### config.mk
export PLATFORM = sky130hd
export DESIGN_NAME = mulseq_top
export DESIGN_NICKNAME = d
export VERILOG_FILES = /design/src/rtl/mulseq_pkg.sv /design/src/rtl/mulseq_mult_pipe.sv /design/src/rtl/mulseq_ctrl.sv /design/src/rtl/mulseq_datapath.sv /design/src/rtl/mulseq_top.sv
export SDC_FILE = /design/constraint.sdc
export NUM_CORES = 2
export LEC_CHECK = 0
export BUFFER_PORTS_ARGS = -buffer_cell sky130_fd_sc_hd__buf_2
export CORE_UTILIZATION = 65
export DETAILED_ROUTE_END_ITERATION = 6
export PLACE_DENSITY = 0.83
export SYNTH_ARGS = -nofsm -noshare
export SYNTH_HDL_FRONTEND = slang
export SYNTH_SLANG_ARGS = --single-unit
### constraint.sdc
create_clock -name clk -period 13.2 [get_ports clk]
set_input_delay 1.32 -clock clk [delete_from_list [all_inputs] [get_ports clk]]
set_output_delay 1.32 -clock clk [all_outputs]
set_load 0.01 [all_outputs]
### src/rtl/mulseq_pkg.sv
package mulseq_pkg;

  typedef enum logic [1:0] {
    ST_IDLE   = 2'd0,
    ST_RUN    = 2'd1,
    ST_FINISH = 2'd2
  } ctrl_state_e;

  // Strobes from control to datapath
  typedef struct packed {
    logic       load;      // capture operands, clear accumulator
    logic       issue;     // feed one half-product into the multiplier
    logic [1:0] issueSel;  // 0: lo*lo, 1: loA*hiB, 2: hiA*loB, 3: hi*hi
    logic       finish;    // fix sign, select word, update result
  } ctrl_strobe_t;

endpackage

### src/rtl/mulseq_mult_pipe.sv
module mulseq_mult_pipe #(
  parameter int HALF_W  = 32,
  parameter int MUL_LAT = 3
) (
  input  logic                clk,
  input  logic                rstN,
  input  logic                inValid,
  input  logic [1:0]          inTag,
  input  logic [HALF_W-1:0]   inA,
  input  logic [HALF_W-1:0]   inB,
  output logic                outValid,
  output logic [1:0]          outTag,
  output logic [2*HALF_W-1:0] outProd
);
  localparam int PROD_W = 2 * HALF_W;

  logic [PROD_W-1:0] prodNow;
  logic [PROD_W-1:0] prodQ  [MUL_LAT];
  logic [1:0]        tagQ   [MUL_LAT];
  logic              validQ [MUL_LAT];

  assign prodNow = PROD_W'(inA) * PROD_W'(inB);

  for (genvar s = 0; s < MUL_LAT; s++) begin : g_stage
    if (s == 0) begin : g_first
      always_ff @(posedge clk or negedge rstN) begin
        if (!rstN) begin
          validQ[0] <= 1'b0;
          tagQ[0]   <= '0;
          prodQ[0]  <= '0;
        end else begin
          validQ[0] <= inValid;
          tagQ[0]   <= inTag;
          prodQ[0]  <= prodNow;
        end
      end
    end else begin : g_next
      always_ff @(posedge clk or negedge rstN) begin
        if (!rstN) begin
          validQ[s] <= 1'b0;
          tagQ[s]   <= '0;
          prodQ[s]  <= '0;
        end else begin
          validQ[s] <= validQ[s-1];
          tagQ[s]   <= tagQ[s-1];
          prodQ[s]  <= prodQ[s-1];
        end
      end
    end
  end

  assign outValid = validQ[MUL_LAT-1];
  assign outTag   = tagQ[MUL_LAT-1];
  assign outProd  = prodQ[MUL_LAT-1];
endmodule

### src/rtl/mulseq_ctrl.sv
module mulseq_ctrl
  import mulseq_pkg::*;
#(
  parameter int MUL_LAT = 3
) (
  input  logic         clk,
  input  logic         rstN,
  input  logic         start,
  output ctrl_strobe_t strobe,
  output logic         busy,
  output logic         done
);
  localparam int LAST_ACC = MUL_LAT + 3;             // cycle index of the final accumulate
  localparam int CNT_W    = $clog2(LAST_ACC + 1) + 1;

  ctrl_state_e      state;
  logic [CNT_W-1:0] cnt;
  logic             accept;

  assign accept = (state == ST_IDLE) && start;
  assign busy   = (state != ST_IDLE);

  always_comb begin
    strobe          = '0;
    strobe.load     = accept;
    strobe.issue    = (state == ST_RUN) && (cnt < CNT_W'(4));
    strobe.issueSel = cnt[1:0];
    strobe.finish   = (state == ST_FINISH);
  end

  always_ff @(posedge clk or negedge rstN) begin
    if (!rstN) begin
      state <= ST_IDLE;
      cnt   <= '0;
      done  <= 1'b0;
    end else begin
      done <= 1'b0;
      unique case (state)
        ST_IDLE: begin
          if (accept) begin
            state <= ST_RUN;
            cnt   <= '0;
          end
        end
        ST_RUN: begin
          cnt <= cnt + 1'b1;
          if (cnt == CNT_W'(LAST_ACC)) state <= ST_FINISH;
        end
        ST_FINISH: begin
          state <= ST_IDLE;
          done  <= 1'b1;
        end
        default: state <= ST_IDLE;
      endcase
    end
  end
endmodule

### src/rtl/mulseq_datapath.sv
module mulseq_datapath
  import mulseq_pkg::*;
#(
  parameter int HALF_W  = 32,
  parameter int MUL_LAT = 3
) (
  input  logic                clk,
  input  logic                rstN,
  input  ctrl_strobe_t        strobe,
  input  logic [2*HALF_W-1:0] opA,
  input  logic [2*HALF_W-1:0] opB,
  input  logic                aSigned,
  input  logic                bSigned,
  input  logic                selHigh,
  output logic [2*HALF_W-1:0] result
);
  localparam int OP_W   = 2 * HALF_W;
  localparam int ACC_W  = 4 * HALF_W;
  localparam int PROD_W = 2 * HALF_W;

  logic [OP_W-1:0]   magA, magB;
  logic              negRes, selHighR;
  logic [ACC_W-1:0]  acc, addend, accFixed;
  logic              negA, negB;
  logic [HALF_W-1:0] mulA, mulB;
  logic              pipeValid;
  logic [1:0]        pipeTag;
  logic [PROD_W-1:0] pipeProd;

  assign negA = aSigned & opA[OP_W-1];
  assign negB = bSigned & opB[OP_W-1];

  // Half selection for the shared multiplier
  always_comb begin
    mulA = strobe.issueSel[1] ? magA[OP_W-1:HALF_W] : magA[HALF_W-1:0];
    mulB = strobe.issueSel[0] ? magB[OP_W-1:HALF_W] : magB[HALF_W-1:0];
  end

  mulseq_mult_pipe #(.HALF_W(HALF_W), .MUL_LAT(MUL_LAT)) u_multPipe (
    .clk      (clk),
    .rstN     (rstN),
    .inValid  (strobe.issue),
    .inTag    (strobe.issueSel),
    .inA      (mulA),
    .inB      (mulB),
    .outValid (pipeValid),
    .outTag   (pipeTag),
    .outProd  (pipeProd)
  );

  // Weight each partial product by its position
  always_comb begin
    unique case (pipeTag)
      2'd0:    addend = ACC_W'(pipeProd);
      2'd3:    addend = ACC_W'(pipeProd) << (2 * HALF_W);
      default: addend = ACC_W'(pipeProd) << HALF_W;
    endcase
  end

  assign accFixed = negRes ? (~acc + 1'b1) : acc;

  always_ff @(posedge clk or negedge rstN) begin
    if (!rstN) begin
      magA     <= '0;
      magB     <= '0;
      negRes   <= 1'b0;
      selHighR <= 1'b0;
      acc      <= '0;
      result   <= '0;
    end else begin
      if (strobe.load) begin
        magA     <= negA ? (~opA + 1'b1) : opA;
        magB     <= negB ? (~opB + 1'b1) : opB;
        negRes   <= negA ^ negB;
        selHighR <= selHigh;
        acc      <= '0;
      end else if (pipeValid) begin
        acc <= acc + addend;
      end
      if (strobe.finish) begin
        result <= selHighR ? accFixed[ACC_W-1:OP_W] : accFixed[OP_W-1:0];
      end
    end
  end
endmodule

### src/rtl/mulseq_top.sv
module mulseq_top
  import mulseq_pkg::*;
#(
  parameter int HALF_W  = 32,
  parameter int MUL_LAT = 3
) (
  input  logic                clk,
  input  logic                rstN,
  input  logic                start,
  input  logic [2*HALF_W-1:0] opA,
  input  logic [2*HALF_W-1:0] opB,
  input  logic                aSigned,
  input  logic                bSigned,
  input  logic                selHigh,
  output logic                busy,
  output logic                done,
  output logic [2*HALF_W-1:0] result
);
  ctrl_strobe_t strobe;

  mulseq_ctrl #(.MUL_LAT(MUL_LAT)) u_ctrl (
    .clk    (clk),
    .rstN   (rstN),
    .start  (start),
    .strobe (strobe),
    .busy   (busy),
    .done   (done)
  );

  mulseq_datapath #(.HALF_W(HALF_W), .MUL_LAT(MUL_LAT)) u_datapath (
    .clk     (clk),
    .rstN    (rstN),
    .strobe  (strobe),
    .opA     (opA),
    .opB     (opB),
    .aSigned (aSigned),
    .bSigned (bSigned),
    .selHigh (selHigh),
    .result  (result)
  );
endmodule

# Word level (Yosys, flattened, before mapping)
# Index checks and enable logic that the tools add are counted.
[word_totals]
out_inout_bits = 66
word_cells = 61
register_bits = 530
input_bits = 134
[op_classes]
addsub = 5
eq_ne = 6
n_mux = 15
reduce_logical = 9
bitwise = 6
n_lt_le_gt_ge = 1
n_mul = 1
[ops]
columns = ["cell", "n"]
rows = [
  ["2-to-1 mux 128 bit", 3],
  ["one-hot mux 128 bit (2 select lines)", 1],
  ["2-to-1 mux 64 bit", 3],
  ["adder 128 x 1 -> 128 bit (second input constant)", 1],
  ["adder 128 bit", 1],
  ["adder 64 x 1 -> 64 bit (second input constant)", 2],
  ["NOT 128 bit", 1],
  ["NOT 64 bit", 2],
  ["multiplier 32 x 32 -> 64 bit", 1],
  ["2-to-1 mux 32 bit", 2],
  ["one-hot mux 4 bit (2 select lines)", 1],
  ["nonzero test 2 bit", 3],
  ["adder 4 x 1 -> 4 bit (second input constant)", 1],
  ["equality test 2 bit (second input constant)", 2],
  ["equality test 4 x 3 -> 1 bit (second input constant)", 1],
  ["zero test 2 bit", 2],
  ["less-than comparator 4 x 3 -> 1 bit (second input constant)", 1],
  ["2-to-1 mux 2 bit", 2],
  ["2-to-1 mux 4 bit", 1],
  ["one-hot mux 2 bit (2 select lines)", 1],
  ["AND reduction 2 bit", 2],
  ["AND 1 bit", 2],
  ["equality test 2 x 1 -> 1 bit (second input constant)", 1],
  ["logical AND 1 bit", 2],
  ["4 further kinds", 4],
]

# Depth between registers and ports, before layout
[depth]
ltp_word = 5
mapped_depth = 33
mapped_depth_nobuf = 28

# Hierarchy
# A second synthesis with hierarchy kept.
[hier_totals]
cells_unflattened = 7667
hier_area_um2 = 67907.6
[modules_own_cells]
columns = ["module", "area_per_inst_um2", "cells_each", "n_inst", "seq_area_each_um2"]
rows = [
  ["mulseq_mult_pipe", 38959.9, 3979, 1, 5029.8],
  ["mulseq_datapath", 28597.4, 3653, 1, 8057.7],
  ["mulseq_ctrl", 350.3, 35, 1, 175.2],
]

# Worst setup path before layout
# No wires, ideal clock.
[synth_timing]
kind = "reg-to-reg"
start = "register u_ctrl.cnt[1]"
end = "register u_datapath.u_multPipe.prodQ[190] (netlist bit)"
path_buffers = 5
setup_time_ns = 0.079
arrival_time_ns = 8.698
path_slack_ns = 4.422
path_stages_with_launch = 34
required_time_ns = 13.121
cell_sequence = "dfrtp_1 -> clkbuf_1 -> clkbuf_1 -> buf_1 -> mux2i_1 -> clkbuf_1 -> nor2_1 -> fa_1 -> inv_1 -> fa_1 -> inv_1 -> fa_1 -> inv_1 -> fa_1 -> inv_1 -> fa_1 -> fa_1 -> fa_1 -> inv_1 -> fa_1 -> inv_1 -> ha_1 -> clkbuf_1 -> and3_1 -> nand4_1 -> o21bai_1 -> a211oi_1 -> nor2_1 -> o221a_2 -> o22ai_1 -> a41oi_1 -> o21a_1 -> o21ai_0 -> xor2_1"
[synth_between]
elab_chain_cells = 2
[synth_lines]
columns = ["item", "line", "source"]
rows = [
  ["from (decl)", "mulseq_ctrl.sv:17", "logic [CNT_W-1:0] cnt;"],
  ["from (signal assigned)", "mulseq_ctrl.sv:46", "cnt <= cnt + 1'b1;"],
  ["2-to-1 mux 32 bit", "mulseq_datapath.sv:35", "mulA = strobe.issueSel[1] ? magA[OP_W-1:HALF_W] : magA[HALF_W-1:0];"],
  ["multiplier 32 x 32 -> 64 bit", "mulseq_mult_pipe.sv:22", "assign prodNow = PROD_W'(inA) * PROD_W'(inB);"],
  ["via u_datapath.u_multPipe.prodNow[62]", "mulseq_mult_pipe.sv:17", "logic [PROD_W-1:0] prodNow;"],
  ["to (decl)", "mulseq_mult_pipe.sv:18", "logic [PROD_W-1:0] prodQ [MUL_LAT];"],
]
# The timed path passes the listed nets, and every way through them passes these cells.
# A chain may end at the register's enable or synchronous reset.

# Final worst setup path
[layout_timing]
start = "register u_ctrl.cnt[1]"
end = "register u_datapath.u_multPipe.prodQ[191] (netlist bit)"
# Same word-level chain as after synthesis.

==> metrics.cfg <==
[worst_setup_path]
arrival_ps = 10130
critPathKind = reg2reg
worstPathMaxFanout = 69
crit_required_ps = 13740
setup.worst_path.end_class = register
startpoint_type = register

[floorplanning]
start_util = 0.657
io_pins = 200
core_area_um2 = 100000
die_h_um = 320
core.rowCount = 116
die_width_um = 320
die_area_um2 = 102000

[global_route]
antenna_found_initial = 22
grt_pass1_vias = 59300
grt_max_degree = 256
grt_pass1_wl_um = 364000
grt_usage = 0.484
gr-total-overflow = 0

[clock_tree]
tritoncts = done
clk_pin_slew_ps = 60
clock_latency_ps = 730
post_cts_resized = 0
postCtsSetupBuffers = 0
cts_root_buffer = clkbuf_16
cts-hold-fix-buffers = 0
clockBufferDepth = 3
htree_levels = 2
cts.sinks = 530
cts_buffers = 59

[sta]
max_slew.worst_pin.slew_ps = 1450
whs_ps = 299
period_share = 0.727
fmax_mhz = 104
min_period_ps = 9590
finClkSkew_ps = 75.7
drv_slew = 0
slew_headroom = 0.0240
setup_viol = 0
finalHoldViolations = 0
rsz0062_at_grt = false
fin_tns_setup_ps = 0

[status]
failed_checks = DRC
status = finished with violations

[logic_synthesis]
synth_most_common_cell = nand2_1
synth_top_area_frac = 0.273
syn_nets = 9057
syn_inst = 7629
synth.distinct_cells = 80
synth_async_sr_flop_share = 1.00
synth_area_um2 = 65800
ys.flop_type = dfrtp_1
synth-edff-count = 0
netlist_top_cells_count = nand2_1, inv_1, nor2_1
yosys.area.top_type = fa_1
synth.area.top_cells = fa_1, dfrtp_1, ha_1
ys_seq_area_frac = 0.202
yosys_register_bits = 530
yosys_warnings = 0
syn_avg_cell_area_um2 = 8.62

[finish]
finalNetCount = 9013
drive_gt1_frac = 0.0693
finalNonFillerCells = 8939
area_growth_pct = 6.41
nFillCells = 7797

[job]
max-cap-violations = 0

[worst_hold_path]
hold_path_class = reg2reg

[route]
first_iter_violations = 6558
dr.pass1.iters = 7
detail-route-antenna-nets = 0
vias_per_cell = 6.55
wire_per_inst_um = 27.3
via_count = 58500
wl_um = 244000
drc = 3

[placed_design]
dp_hpwl_um = 186000
gp_congestion = 1.09
portBuffers = 199
dp.cells = 8821

## flip-flops by register name, summed over array words and instances (netlist names)
register	cells
u_datapath.acc	128
u_datapath.u_multPipe.prodQ	128
u_datapath.magA	64
u_datapath.magB	64
u_datapath.result	64
u_datapath.u_multPipe.outProd	64
u_ctrl.cnt	4
u_datapath.u_multPipe.tagQ	4
u_ctrl.state	2
u_datapath.u_multPipe.outTag	2
u_datapath.u_multPipe.validQ	2
u_ctrl.done	1
u_datapath.negRes	1
u_datapath.selHighR	1
u_datapath.u_multPipe.outValid	1
## worst max-delay path, cell delays in order, from the launching register on
cell and delay, ps:
dfrtp_4 1120, mux2_2 1060, nand2b_1 180, fa_1 550, inv_1 50, fa_1 500
inv_1 50, fa_1 460, fa_1 520, inv_1 60, fa_1 580, fa_1 440
fa_1 440, ha_1 420, ha_1 430, a21o_1 210, a21o_1 170, a21oi_1 200
o21ai_0 150, a221oi_1 460, nand2_1 100, a311oi_1 380, o31ai_1 220, a21oi_1 230
o21ai_0 150, xnor2_1 160
## layout make-up
type                       instances  area [um2]  share of cell area
sequential                       530       13300               0.190
timing repair buffer             302        1800              0.0258
inverter                         949        3560              0.0509
clock buffer                      74        1600              0.0229
clock inverter                    31         495             0.00708
antenna                           12        30.0            0.000429
tap                             1298        1620              0.0232
multi-input combinational       5743       47600               0.680
## placed cells by master (no fill, tap or decap), types with 100 or more instances in the layout
cell type  instances
nand2_1         1020
xnor2_1          228
ha_1             396
nor2_1           907
buf_4            100
xor2_1           170
a21oi_1          363
buf_2            198
inv_1            949
fa_1             897
o21ai_0          499
dfrtp_1          525
## per-layer routing
metal	vias to the layer above	track usage	wire length [um]
met5	-	0.00331	231
met4	24	0.389	25600
met3	1401	0.173	31800
met2	4215	0.746	107000
met1	28200	0.544	79700
li1	24700	-	-
## cell families (layout without fill, tap and decap cells)
family / count (synthesis) / in the layout / synth area share
buffers and inverters: 1356 / 1356 / 0.0777
other: 0 / 12 / 0
flip-flops: 530 / 530 / 0.202
multiplexers: 195 / 195 / 0.0308
AND/OR/NAND/NOR: 2497 / 2497 / 0.164
AO/OA/AOI/OAI: 1359 / 1359 / 0.124
XOR/XNOR: 398 / 398 / 0.0530
adder cells (fa/ha/maj): 1294 / 1294 / 0.348
## path summary, 6_finish.rpt
check	from	end	slack, ps	depth (start not counted)
worst max-delay path	u_ctrl.cnt[1]$_DFFE_PN0P_	u_datapath.u_multPipe.prodQ[191]$_DFF_PN0_	3610	25
worst min-delay path	u_datapath.u_multPipe.prodQ[148]$_DFF_PN0_	u_datapath.u_multPipe.prodQ[84]$_DFF_PN0_	300	0
worst max register to register	u_ctrl.cnt[1]$_DFFE_PN0P_	u_datapath.u_multPipe.prodQ[191]$_DFF_PN0_	3610	25
worst min register to register	u_datapath.u_multPipe.prodQ[148]$_DFF_PN0_	u_datapath.u_multPipe.prodQ[84]$_DFF_PN0_	300	0
max in group asynchronous	rstN	u_datapath.u_multPipe.outProd[29]$_DFF_PN0_	10390	3
min in group asynchronous	rstN	u_ctrl.done$_DFF_PN0_	540	1
## through the flow
stage | worst slack, ps | util | instance area [um2]
2_1_floorplan | 4420 | - | 65800
3_3_place_gp | 4040 | 0.678 | 67900
3_5_place_dp | 3930 | 0.678 | 67900
4_1_cts | 3880 | 0.699 | 70000
5_1_grt | 3160 | 0.699 | 70000
6_report | 3610 | 0.699 | 70000
Power is not shown: default switching activity piles up to over one toggle a cycle in this logic, so the estimate is an artifact.
